$ cat config.mk
export PLATFORM = sky130hd
export DESIGN_NAME = mid_line_equalizer
export DESIGN_NICKNAME = d
export VERILOG_FILES = /design/src/rtl/mle_pkg.sv /design/src/rtl/mle_tap_chain.sv /design/src/rtl/mle_phase_det.sv /design/src/rtl/mle_code_ctrl.sv /design/src/rtl/mid_line_equalizer.sv
export SDC_FILE = /design/constraint.sdc
export NUM_CORES = 1
export LEC_CHECK = 0
export CORE_MARGIN = 4
export CORE_UTILIZATION = 44
export CTS_CLUSTER_DIAMETER = 30
export CTS_CLUSTER_SIZE = 24
export DETAILED_ROUTE_END_ITERATION = 6
export DONT_BUFFER_PORTS = 1
export GPL_ROUTABILITY_DRIVEN = 1
export MAX_ROUTING_LAYER = met4
export SLEW_MARGIN = 40
export SYNTH_ARGS = -nofsm -noshare
export SYNTH_HDL_FRONTEND = slang
export SYNTH_SLANG_ARGS = --single-unit
export TNS_END_PERCENT = 50
$ cat constraint.sdc
create_clock -name clk_i -period 2.9 [get_ports clk_i]
set_clock_uncertainty 0.1 [all_clocks]
set_input_delay 0.145 -clock clk_i [delete_from_list [all_inputs] [get_ports clk_i]]
set_output_delay 0.145 -clock clk_i [all_outputs]
set_load 0.01 [all_outputs]
$ cat src/rtl/mle_pkg.sv
package mle_pkg;
  typedef enum logic [1:0] {
    RES_NONE  = 2'd0,
    RES_HIT   = 2'd1,
    RES_EARLY = 2'd2,
    RES_LATE  = 2'd3
  } mle_res_e;
endpackage

$ cat src/rtl/mle_tap_chain.sv
module mle_tap_chain #(
  parameter int DEPTH = 17,
  localparam int SEL_W = (DEPTH > 1) ? $clog2(DEPTH) : 1
) (
  input  logic             clk_i,
  input  logic             rst_ni,
  input  logic             flush_i,
  input  logic             d_i,
  input  logic [SEL_W-1:0] sel_i,
  output logic             q_o
);
  logic [DEPTH-1:0] stage_q;

  always_ff @(posedge clk_i or negedge rst_ni) begin
    if (!rst_ni)      stage_q[0] <= 1'b0;
    else if (flush_i) stage_q[0] <= 1'b0;
    else              stage_q[0] <= d_i;
  end

  for (genvar i = 1; i < DEPTH; i++) begin : g_stage
    always_ff @(posedge clk_i or negedge rst_ni) begin
      if (!rst_ni)      stage_q[i] <= 1'b0;
      else if (flush_i) stage_q[i] <= 1'b0;
      else              stage_q[i] <= stage_q[i-1];
    end
  end

  // stage k holds the input delayed by k+1 cycles
  assign q_o = (int'(sel_i) < DEPTH) ? stage_q[sel_i] : 1'b0;
endmodule

$ cat src/rtl/mle_phase_det.sv
module mle_phase_det
  import mle_pkg::*;
(
  input  logic     clk_i,
  input  logic     rst_ni,
  input  logic     inc_i,
  input  logic     end_i,
  input  logic     ret_i,
  output logic     start_o,
  output logic     busy_o,
  output logic     done_o,
  output mle_res_e res_o
);
  logic busy_q, end_seen_q, ret_seen_q;
  logic end_any, ret_any;

  assign start_o = inc_i & ~busy_q;
  assign end_any = end_seen_q | end_i;
  assign ret_any = ret_seen_q | ret_i;
  assign done_o  = busy_q & end_any & ret_any;
  assign busy_o  = busy_q;

  always_comb begin
    if (end_seen_q)      res_o = RES_EARLY;
    else if (ret_seen_q) res_o = RES_LATE;
    else                 res_o = RES_HIT;
  end

  always_ff @(posedge clk_i or negedge rst_ni) begin
    if (!rst_ni) begin
      busy_q     <= 1'b0;
      end_seen_q <= 1'b0;
      ret_seen_q <= 1'b0;
    end else if (done_o) begin
      busy_q     <= 1'b0;
      end_seen_q <= 1'b0;
      ret_seen_q <= 1'b0;
    end else if (start_o) begin
      busy_q     <= 1'b1;
      end_seen_q <= 1'b0;
      ret_seen_q <= 1'b0;
    end else if (busy_q) begin
      end_seen_q <= end_any;
      ret_seen_q <= ret_any;
    end
  end
endmodule

$ cat src/rtl/mle_code_ctrl.sv
module mle_code_ctrl
  import mle_pkg::*;
#(
  parameter int CODE_W   = 4,
  parameter int LOCK_RUN = 4,
  localparam int RUN_W   = $clog2(LOCK_RUN + 1),
  localparam logic [CODE_W-1:0] CODE_MAX = {CODE_W{1'b1}}
) (
  input  logic              clk_i,
  input  logic              rst_ni,
  input  logic              recal_i,
  input  logic              done_i,
  input  mle_res_e          res_i,
  output logic [CODE_W-1:0] code_o,
  output logic              locked_o,
  output logic              near_end_o
);
  logic [CODE_W-1:0] code_q;
  logic [RUN_W-1:0]  run_q;
  mle_res_e          prev_q;
  logic              locked_q, near_q, settled;

  assign settled = (res_i == RES_HIT)
                 || (res_i == RES_EARLY && prev_q == RES_LATE)
                 || (res_i == RES_LATE  && prev_q == RES_EARLY);

  always_ff @(posedge clk_i or negedge rst_ni) begin
    if (!rst_ni) begin
      code_q   <= '0;
      run_q    <= '0;
      prev_q   <= RES_NONE;
      locked_q <= 1'b0;
      near_q   <= 1'b0;
    end else if (recal_i) begin
      run_q    <= '0;
      prev_q   <= RES_NONE;
      locked_q <= 1'b0;
      near_q   <= 1'b0;
    end else if (done_i) begin
      near_q <= (res_i == RES_LATE) && (code_q == '0);
      prev_q <= res_i;
      if (!locked_q) begin
        if (res_i == RES_EARLY && code_q != CODE_MAX) code_q <= code_q + 1'b1;
        if (res_i == RES_LATE  && code_q != '0)       code_q <= code_q - 1'b1;
        if (settled) begin
          run_q <= run_q + 1'b1;
          if (int'(run_q) == LOCK_RUN - 1) locked_q <= 1'b1;
        end else begin
          run_q <= '0;
        end
      end
    end
  end

  assign code_o     = code_q;
  assign locked_o   = locked_q;
  assign near_end_o = near_q;
endmodule

$ cat src/rtl/mid_line_equalizer.sv
module mid_line_equalizer
  import mle_pkg::*;
#(
  parameter int MIN_DLY  = 2,
  parameter int CODE_W   = 4,
  parameter int LOCK_RUN = 4,
  localparam int DEPTH   = MIN_DLY + (1 << CODE_W) - 1,
  localparam int TAP_W   = (DEPTH > 1) ? $clog2(DEPTH) : 1
) (
  input  logic              clk_i,
  input  logic              rst_ni,
  input  logic              inc_i,
  input  logic              ret_i,
  input  logic              recal_i,
  output logic              eq_o,
  output logic [CODE_W-1:0] code_o,
  output logic              locked_o,
  output logic              near_end_o
);
  logic       start, busy, done, mid_pulse, end_pulse;
  mle_res_e   res;
  logic [TAP_W-1:0] tap;

  assign tap = TAP_W'(MIN_DLY - 1) + TAP_W'(code_o);

  mle_tap_chain #(.DEPTH(DEPTH)) i_sec_a (
    .clk_i(clk_i), .rst_ni(rst_ni), .flush_i(done),
    .d_i(start), .sel_i(tap), .q_o(mid_pulse)
  );

  mle_tap_chain #(.DEPTH(DEPTH)) i_sec_b (
    .clk_i(clk_i), .rst_ni(rst_ni), .flush_i(done),
    .d_i(mid_pulse), .sel_i(tap), .q_o(end_pulse)
  );

  mle_phase_det i_pd (
    .clk_i(clk_i), .rst_ni(rst_ni), .inc_i(inc_i), .end_i(end_pulse),
    .ret_i(ret_i), .start_o(start), .busy_o(busy), .done_o(done), .res_o(res)
  );

  mle_code_ctrl #(.CODE_W(CODE_W), .LOCK_RUN(LOCK_RUN)) i_ctrl (
    .clk_i(clk_i), .rst_ni(rst_ni), .recal_i(recal_i), .done_i(done),
    .res_i(res), .code_o(code_o), .locked_o(locked_o), .near_end_o(near_end_o)
  );

  assign eq_o = mid_pulse;
endmodule

# After elaboration in Yosys (flattened, before gate mapping)
# Cells that the tools add are included.
# op_classes
muxes	65
n_lt_le_gt_ge	2
n_bitwise	8
eq_ne	8
n_addsub	4
reduce_logical	15
# ops
operator	n
$mux W1	53
$mux W3	4
$bmux W1 S5	2
$eq A2 B2 Y1 const B	4
$mux W2	4
$mux W4	2
$lt A5 B6 Y1 const B	1
$reduce_bool A2 Y1	3
$add A1 B4 Y5 const A	1
$logic_and A1 B1 Y1	5
$lt A5 B5 Y1 const B	1
$add A4 B1 Y4 const B	1
$logic_not A4 Y1	1
$ne A4 B4 Y1 const B	1
$reduce_and A4 Y1	1
$reduce_bool A4 Y1	1
$sub A4 B1 Y4 const B	1
$add A3 B1 Y3 const B	1
$and A1 B1 Y1	3
$eq A3 B3 Y1 const B	1
$not A1 Y1	3
$reduce_bool A3 Y1	1
$eq A2 B1 Y1 const B	1
$logic_or A1 B1 Y1	2
3 further kinds	4
# word_totals
reg_bits	48
wordCells	144
input_bits	5

# Logic depth before layout (Yosys ltp)
# logic_depth
ltp_word	10
depth_mapped	12
ltp_nobuf	11

# Modules after synthesis
# Synthesis repeated with hierarchy kept, for this count alone.
# unflattened
cells_unflattened	196
hier_area_um2	2299.7
# modules_own_cells
mod	n_inst	cells_each	area_each_um2	seq_area_each_um2
mle_tap_chain	2	55	716.9	425.4
mle_code_ctrl	1	65	655.6	275.3
mle_phase_det	1	15	163.9	75.1
mid_line_equalizer	1	6	46.3	0.0

# Worst setup path after synthesis
# No wires, ideal clock.
# synth_timing
kind	flip-flop to flip-flop
startpoint	reg i_ctrl.code_q[0] (netlist: i_ctrl.code_o[0])
endpoint	reg i_ctrl.run_q[0]
stages_incl_launch_ff	10
t_arrival_ps	2546
slack_ps	129
setup_ps	125
synth_period_minus_slack_ps	2771
t_required_ps	2675
cell_sequence	dfrtp_1 buf_6 inv_1 ha_1 buf_4 mux4_2 mux2_4 a32o_2 o21ai_4 mux2_4
# synth_via
elab_chain_cells	9
# synth_rtl
item	line	text
start: declaration	mle_code_ctrl.sv:18	logic [CODE_W-1:0] code_q;
start signal: assignment	mle_code_ctrl.sv:43	if (res_i == RES_EARLY && code_q != CODE_MAX) code_q <= code_q + 1'b1;
start signal: assignment	mle_code_ctrl.sv:44	if (res_i == RES_LATE && code_q != '0) code_q <= code_q - 1'b1;
$add A1 B4 Y5 *	mid_line_equalizer.sv:24	assign tap = TAP_W'(MIN_DLY - 1) + TAP_W'(code_o);
via i_sec_a.sel_i[0]	mle_tap_chain.sv:9	input logic [SEL_W-1:0] sel_i,
$bmux W1 S5	mle_tap_chain.sv:29	assign q_o = (int'(sel_i) < DEPTH) ? stage_q[sel_i] : 1'b0;
$mux W1 (implied by the code)	mle_tap_chain.sv:29	
$mux W1 *	mle_tap_chain.sv:29	
$or A1 B1 Y1 *	mle_phase_det.sv:18	assign end_any = end_seen_q | end_i;
$and A1 B1 Y1 * (2 in a row)	mle_phase_det.sv:20	assign done_o = busy_q & end_any & ret_any;
$reduce_bool A2 Y1 (no source line) *	--	
$reduce_and A2 Y1 (no source line) *	--	
end signal: assignment	mle_code_ctrl.sv:46	run_q <= run_q + 1'b1;
end: declaration	mle_code_ctrl.sv:19	logic [RUN_W-1:0] run_q;
# The timed path passes the listed nets; every way through them passes the cells marked *. The select of a mux whose other input is x is not followed.
# A chain may end at the register's enable or synchronous reset.

# Worst setup path after layout
# layout_timing
startpoint	reg i_ctrl.code_q[0] (netlist: i_ctrl.code_o[0])
endpoint	reg i_ctrl.code_q[3] (netlist: i_ctrl.code_o[3])
# layout_via
elab_chain_cells	8
# layout_rtl
item	line
$add A1 B4 Y5 *	mid_line_equalizer.sv:24
via i_sec_a.sel_i[0]	mle_tap_chain.sv:9
$bmux W1 S5	mle_tap_chain.sv:29
$mux W1 (implied by the code)	mle_tap_chain.sv:29
$mux W1 *	mle_tap_chain.sv:29
$or A1 B1 Y1 *	mle_phase_det.sv:18
$and A1 B1 Y1 * (2 in a row)	mle_phase_det.sv:20
$reduce_and A4 Y1 (no source line) *	--
# Marks and branches as above.

==> key figures <==
Worst setup path
  • Arr. time, crit path: 2.77 ns
  • Startpoint Class: flip-flop
  • Critical Path Sink Type: flip-flop
  • Worst EP required: 2.99 ns
  • Kind of critical path: flip-flop to flip-flop
  • Crit path max fanout: 3

GRT
  • Via count of the first global-routing pass: 1561
  • First-pass GRT wire length: 7.94 mm
  • All-Layer GR Usage: 16.3%
  • GRT Residual Overflow: 0
  • Initial antenna violation count: 0
  • Pin count of the biggest net entering global routing: 49

Min path
  • Hold Crit Class: input pin to flip-flop

Clock network
  • CTS HTree Levels: 2
  • Clk Latency, worst-skew pair: 0.30 ns
  • Max clock buf depth: 2
  • CTS Root Cell: clkbuf_8
  • Clock transition at the registers of the reported paths: 0.09 ns
  • CTS Buf Count: 5
  • CTS tree: built
  • Sink Count: 48

Synthesis
  • Syn avg cell area: 12.4 µm²
  • YS warnings: 0
  • Post-synth ARST share: 100%
  • Synthesized Nets: 203
  • Post-synth EDFFs: 0
  • Yosys top cell by area: dfrtp_1
  • Cell count after synthesis: 191
  • Sequential area share after synthesis: 50.8%
  • Top-area cell type share of the netlist area: 50.8%
  • Distinct cells, synth: 41
  • Synthesized area: 0.00237 mm²
  • Largest cells by area after synthesis: dfrtp_1 (51%), and3_1 (9.3%), mux4_1 (7.8%)
  • Post-synthesis register bit count: 48
  • Synth Flop Type: dfrtp_1

Floorplan
  • Io pins: 12
  • Die width: 81.3 µm
  • Die Ht: 81.3 µm
  • Row cnt: 26
  • Core area: 0.00517 mm²
  • Die area: 0.00661 mm²
  • Starting Density: 45.7%

Place
  • Port Buffers: 0
  • Placed inst area: 0.00245 mm²
  • GPL Wtd Cong: 0.810
  • DP HPWL: 3.19 mm
  • Dpl ws: 0.122 ns
  • Dpl cells: 260

Timing
  • Setup TNS: 0 ns
  • Final WS setup: 0.220 ns
  • Final hold vios: 0
  • Worst slew margin: 58.0%
  • Fmax: 0.373 GHz
  • Fin crit period: 2.68 ns
  • Final setup fails: 0
  • RSZ-0062 raised after global routing: no
  • Slew Viols, Final: 0
  • Tightest Pin Transition: 0.622 ns
  • Final period util: 92.4%

Finish
  • Share of cells above drive strength 1: 16.3%
  • Commonest non-fill, non-tap cells in the layout: dfrtp_1 (47), and3_1 (35), buf_4 (10), nor2_1 (9), nand2_1 (8)
  • Multi-input combinational cell area: 0.00107 mm²
  • Sequential standard cell area: 0.00120 mm²
  • Finished Core Util: 50.4%
  • Area growth from synthesis to layout: 10.3%
  • ANT cells: 0
  • Fillers: 449
  • Final non-filler cell total: 272
  • Commonest non-fill, non-tap cell in the layout: dfrtp_1
  • Post-layout net count: 214
  • Design area: 0.00261 mm²

Power
  • LEAKAGE: 0.00136 µW
  • PwrDens: 1080 mW/mm²
  • VDD IR-drop max: 380 µV

Route
  • Antenna viol nets, final: 0
  • DR WL/cell: 16.7 µm
  • 1st-iter DRT viols: 144
  • Mean number of vias per cell: 5.44
  • DRC viols: 0
  • Post-Route WL: 4.53 mm
  • Vias: 1479
  • Drt pass-1 iters: 4

Status
  • Outcome: finished, final reports clean

Run
  • # Max-Cap Violations: 0
final timing paths:
check	start	end	slack [ns]	cells after the start
max reg2reg	i_ctrl.code_o[0]$_DFFE_PN0P_	i_ctrl.code_o[3]$_DFFE_PN0P_	0.22	11
min in group asynchronous	rst_ni	i_ctrl.code_o[0]$_DFFE_PN0P_	0.24	2
min reg2reg	i_sec_a.stage_q[2]$_DFF_PN0_	i_sec_a.stage_q[3]$_DFF_PN0_	0.39	1
max	i_ctrl.code_o[0]$_DFFE_PN0P_	i_ctrl.code_o[3]$_DFFE_PN0P_	0.22	11
max in group asynchronous	rst_ni	i_sec_a.stage_q[7]$_DFF_PN0_	2.22	2
min	recal_i	i_ctrl.run_q[1]$_DFFE_PN0P_	0.04	3
cells in the mapped netlist (all sizes together) (2+ instances only):
master and count:
a211oi 2, a21oi 4, a32o 2, and3 35, buf 6, clkbuf 5
dfrtp 48, ha 6, inv 7, mux2 5, mux2i 5, mux4 8
nand2 8, nand2b 3, nand3 6, nor2 9, nor3 3, o21a 2
o21ai 6, o21bai 2, xnor2 5, xor2 2
kinds of logic (layout without fill, tap and decap cells):
kind of cell,count (synthesis),count (layout),share of synthesized area [%]
compound gates,24,24,8.30
xor+xnor,7,7,2.59
fa+ha+maj,7,7,4.02
buf+inv,18,29,4.28
flops,48,48,50.8
mux,18,18,13.9
simple gates,69,69,16.2
per-layer routing:
metal	track usage, %	share of wire, %	vias to the layer above	routed length [µm]
li1	-	-	713	-
met1	22.0	48	741	2200
met2	23.9	46	17	2080
met3	4.10	3.9	8	178
met4	5.57	1.7	0	75
met5	-	0	-	0
registers in the layout (all words and copies together) (netlist names):
name / count
i_ctrl.code_o: 4
i_ctrl.locked_o: 1
i_sec_b.stage_q: 17
i_ctrl.run_q: 3
i_pd.ret_seen_q: 1
i_ctrl.near_end_o: 1
i_pd.busy_o: 1
i_pd.end_seen_q: 1
i_sec_a.stage_q: 17
i_ctrl.prev_q: 2
report_power, final:
| group | total, µW | internal [µW] | switching (µW) |
|---|---|---|---|
| Combinational | 1420 | 679 | 738 |
| Sequential | 1040 | 897 | 139 |
| Clock | 374 | 164 | 210 |
| Total | 2830 | 1740 | 1090 |
area by class of cell:
cell class | count | share of cell area [%]
Clock inverter | 1 | 0.192
Inverter | 7 | 1.01
Sequential cell | 48 | 46.1
Clock buffer | 6 | 2.78
Tap cell | 70 | 3.36
Multi-Input combinational cell | 125 | 41.1
Timing Repair Buffer | 15 | 5.47
repair_timing:
action / in CTS / in global routing
hold buffers: 5 / 0
endpoints found under the hold margin: 59 / 0
endpoints found under the setup margin: 0 / 1
buffers inserted: 0 / 0
gates resized for setup: 0 / 3
metrics by stage:
stage	total power, µW	hold slack (ns)
6_report	2830	0.0357
4_1_cts	2840	0.0171
5_1_grt	3050	0.0471
3_5_place_dp	2420	-0.249
2_1_floorplan	2100	-0.251
3_3_place_gp	2380	-0.249
critical path, stage by stage (launching register included):
cell,delay [ns]
dfrtp_2,0.44
inv_1,0.11
ha_1,0.16
or3b_2,0.48
nand3_2,0.13
inv_1,0.09
ha_1,0.28
a21o_2,0.22
a21oi_2,0.15
xnor2_1,0.13
o211ai_1,0.12
xnor2_1,0.16
No activity file was read; power rests on OpenSTA's default activity.
